## src/rtl/bus_target_term.sv

```systemverilog
module bus_target_term (
  input  logic       clk,
  input  logic       rst_n,
  input  logic       cyc_n,
  input  logic       mrdy_n,
  input  logic [3:0] cmdbe_n,
  input  logic       be_hit,
  input  logic       be_ready,
  input  logic       be_more,
  input  logic       be_fatal,
  output logic       claim_n,
  output logic       srdy_n,
  output logic       halt_n,
  output logic       line_oe,
  output logic       be_xfer,
  output logic       be_write
);

  typedef enum logic [1:0] {S_IDLE, S_ACT, S_TURN} state_t;

  state_t state;
  logic   cyc_d, wr_q, claim_q, srdy_q, halt_q, oe_q;

  logic cmd_ok, addr_phase, committed;

  assign cmd_ok = cmdbe_n inside {4'b0010, 4'b0011, 4'b0110, 4'b0111, 4'b1010, 4'b1011};
  assign addr_phase = (state == S_IDLE) && cyc_d && !cyc_n;
  assign committed  = !srdy_q || !halt_q;

  assign claim_n  = claim_q;
  assign srdy_n   = srdy_q;
  assign halt_n   = halt_q;
  assign line_oe  = oe_q;
  assign be_write = wr_q;
  assign be_xfer  = (state == S_ACT) && !mrdy_n && !srdy_q;

  always_ff @(posedge clk) begin
    if (!rst_n) begin
      state   <= S_IDLE;
      cyc_d   <= 1'b1;
      wr_q    <= 1'b0;
      claim_q <= 1'b1;
      srdy_q  <= 1'b1;
      halt_q  <= 1'b1;
      oe_q    <= 1'b0;
    end else begin
      cyc_d <= cyc_n;
      case (state)
        S_IDLE: begin
          if (addr_phase && cmd_ok && be_hit) begin
            state   <= S_ACT;
            claim_q <= 1'b0;
            oe_q    <= 1'b1;
            wr_q    <= cmdbe_n[0];
          end
        end
        S_ACT: begin
          if (committed && mrdy_n) begin
            // outputs frozen until the initiator completes the phase
          end else if (committed && cyc_n) begin
            state   <= S_TURN;
            claim_q <= 1'b1;
            srdy_q  <= 1'b1;
            halt_q  <= 1'b1;
          end else if (committed && !halt_q) begin
            srdy_q <= 1'b1;
          end else if (!committed && cyc_n && mrdy_n) begin
            state   <= S_TURN;
            claim_q <= 1'b1;
          end else if (be_fatal) begin
            claim_q <= 1'b1;
            srdy_q  <= 1'b1;
            halt_q  <= 1'b0;
          end else if (be_ready) begin
            srdy_q <= 1'b0;
            halt_q <= be_more || cyc_n;
          end else if (!be_more) begin
            srdy_q <= 1'b1;
            halt_q <= 1'b0;
          end else begin
            srdy_q <= 1'b1;
          end
        end
        default: begin
          state <= S_IDLE;
          oe_q  <= 1'b0;
        end
      endcase
    end
  end

  a_r1_claim_after_addr: assert property (@(posedge clk) disable iff (!rst_n)
    $rose(oe_q) |-> (!claim_q && srdy_q && halt_q && $past(cyc_d && !cyc_n)));

  a_r4_freeze: assert property (@(posedge clk) disable iff (!rst_n)
    (state == S_ACT && committed && mrdy_n) |=> $stable({claim_q, srdy_q, halt_q}));

  a_r7_halt_hold: assert property (@(posedge clk) disable iff (!rst_n)
    (state == S_ACT && !halt_q && !cyc_n) |=> !halt_q);

  a_r8_abort_no_ready: assert property (@(posedge clk) disable iff (!rst_n)
    (claim_q && !halt_q) |-> srdy_q);

  a_r9_drive_high: assert property (@(posedge clk) disable iff (!rst_n)
    (state == S_TURN) |-> (claim_q && srdy_q && halt_q && oe_q));

  a_r9_release: assert property (@(posedge clk) disable iff (!rst_n)
    (state == S_TURN) |=> !oe_q);

  a_r2_xfer_needs_claim: assert property (@(posedge clk) disable iff (!rst_n)
    be_xfer |-> (!claim_q && oe_q));

endmodule

```

## config.mk

```make
export PLATFORM = sky130hd
export DESIGN_NAME = bus_target_term
export DESIGN_NICKNAME = d
export VERILOG_FILES = /design/src/rtl/bus_target_term.sv
export SDC_FILE = /design/constraint.sdc
export NUM_CORES = 1
export LEC_CHECK = 0
export CORE_MARGIN = 4
export CORE_UTILIZATION = 28
export CTS_CLUSTER_SIZE = 8
export DETAILED_ROUTE_END_ITERATION = 12
export SLEW_MARGIN = 10
export SYNTH_ARGS = -nofsm -noshare
export SYNTH_HDL_FRONTEND = slang
export SYNTH_SLANG_ARGS = --single-unit
```

## constraint.sdc

```tcl
create_clock -name clk -period 1.3 [get_ports clk]
set_input_delay 0.325 -clock clk [delete_from_list [all_inputs] [get_ports clk]]
set_output_delay 0.325 -clock clk [all_outputs]
set_load 0.005 [all_outputs]
```

==> results.ini <==
[run_status]
status=finished with violations
violations=setup timing

[global_routing]
grt_use_total=0.115
grt_max_degree=9
grt_pass1_vias=392
antenna_found_initial=0
gr-total-overflow=0
grt_pass1_wl_um=1620

[timing]
slew_violations=0
setup_ws_ns=-0.0270
min_period_ns=1.33
rsz0062_at_grt=true
hold_viol=0
setup_viol=2
worst_pin_slew_ns=0.265
clock.fmax_mhz=754
hold-worst-slack_ns=0.477
clock_skew_ns=0.00727
slew_headroom=0.823
min_period_over_period=1.02

[final_layout]
layout_common_cells=buf_4, clkdlybuf4s50_1, nand2_1, dlygate4sd2_1, dfxtp_1
drive_gt1_frac=0.253
stdcell_count=94
layout_commonest_cell=buf_4
layout.nets=93
n_antenna_cell=0
area_delta_synth_final_pct=78.9

[routing]
dr.pass1.iters=4
wl_um=1110
dr_total_vias=452
wl_met2_um=527
post_drt_via_cell_ratio=4.81
routed.top_layer=met4
drtIter0Drc=7
postRouteAntennaNets=0
avgRoutedWirePerCell_um=11.8
met1_length_um=515
drc=0
wl_met3_um=45

[clocking]
cts_setup_buffers=0
cts_buffers=3
cts_root_buf=clkbuf_4
clk_latency_ns=0.26
cts_sinks=8
path_clk_slew_ns=0.06
cts_max_path_buffers=2
cts_tree=done
htree_levels=1

[power_and_ir_drop]
ir_drop_uv=550
cellLeakagePower_nw=0.321
powerDensity_nw_per_um2=834

[place]
dp_cells=91
port_buffers=17
dp_hpwl_um=847
gp_congestion=0.720

[yosys]
async_flop_share=0
ys_warn_count=0
synth_nets=60
synth_area_um2=392
synth_seq_cells=8
syn_area_per_cell_um2=8.16
ys_types=21
ys.flop_type=dfxtp_1
yosysSeqAreaShare=0.409
synth_edf_count=0
syn_inst=48

[floorplan]
ioPinCount=18
die-area_um2=2060
start_util=0.297
die_w_um=45.4
num_rows=13
coreArea_um2=1320
die_h_um=45.4

[job]
cap_violations=0

[critical_path]
required_ns=1.47
critPathKind=reg -> reg
reg2reg_slack_ns=-0.03
cp.arrival_ns=1.50
worstSetupEndpointType=register
reg2reg_to=claim_n
reg2reg_from=state[0]
cp_max_fo=2
reg2reg_depth=5
start_kind=register

[min_path]
hp-class=reg -> reg
hold_end=line_oe
holdPathStages=2
min_from=line_oe

==> layout make-up <==
cell class | count | area (µm²)
fill | 134 | 617
sequential | 8 | 163
timing repair buffer | 28 | 245
tap | 15 | 18.8
clock buffer | 3 | 22.5
inverter | 2 | 7.51
multi-input combinational | 38 | 244
==> metal layers <==
layer  up-vias  GRT usage
met3         4     0.0356
li1        232          -
met1       201      0.148
met4         0     0.0702
met5         -          0
met2        15      0.164
==> per-stage QoR <==
step	power (W)	setup TNS [ns]	util	cell area [µm²]	setup WS, ns
6_report	0.000584	-0.0430	0.532	701	-0.0270
5_1_grt	0.000617	-0.362	0.532	701	-0.130
4_1_cts	0.000585	-0.189	0.515	678	-0.0792
3_5_place_dp	0.000388	-2.51	0.503	663	-0.469
3_3_place_gp	0.000387	-2.40	0.503	663	-0.451
2_1_floorplan	0.000304	0	-	392	0.0750
==> flip-flops by register name, summed over array words and instances (netlist names) <==
signal and flops:
srdy_n 1, line_oe 1, claim_n 1, halt_n 1, be_write 1, state 2, cyc_d 1
==> critical path: stages, from the launching register on <==
cell	delay [ns]
dfxtp_2	0.32
buf_6	0.11
nor4bb_4	0.25
nand4b_1	0.15
a31o_1	0.21
a32oi_1	0.21
==> what timing repair did <==
item / in CTS / in global routing
cloned: 0 / 0
pin swaps: 5 / 4
resized for setup: 14 / 5
endpoints found under the setup margin: 10 / 6
hold buffers: 0 / 0
==> logic make-up after synthesis <==
logic type | synth area share
xor+xnor | 0.0224
mux | 0.0256
flops | 0.409
buf+inv | 0.0192
compound gates | 0.201
simple gates | 0.323
==> cell usage after synthesis, types with 2 or more instances <==
| library cell | instances | area [µm²] |
|---|---|---|
| nor2_1 | 3 | 11.3 |
| a21boi_0 | 2 | 15.0 |
| dfxtp_1 | 8 | 160 |
| a21oi_1 | 2 | 10.0 |
| nand2_1 | 7 | 26.3 |
| o21ai_0 | 3 | 15.0 |
| nor3_1 | 2 | 10.0 |
| nor2b_1 | 3 | 18.8 |
| nand2b_1 | 4 | 25.0 |
| nand3_1 | 2 | 10.0 |
| inv_1 | 2 | 7.51 |
==> power by group <==
part | total [W] | internal, W | switching [W]
Sequential | 0.000260 | 0.000255 | 0.00000453
Clock | 0.000199 | 0.000106 | 0.0000932
Combinational | 0.000125 | 0.0000770 | 0.0000483
Total | 0.000584 | 0.000438 | 0.000146
==> worst max path at each step <==
stage / to / slack, ns / startpoint
2_1_floorplan: claim_n / 0.08 / cyc_n
5_1_grt: claim_n / -0.13 / state[0]
3_3_place_gp: be_xfer / -0.45 / mrdy_n
3_5_place_dp: be_xfer / -0.47 / mrdy_n
4_1_cts: claim_n / -0.08 / state[0]
6_report: claim_n / -0.03 / state[0]
No activity file was read; power rests on OpenSTA's default activity.
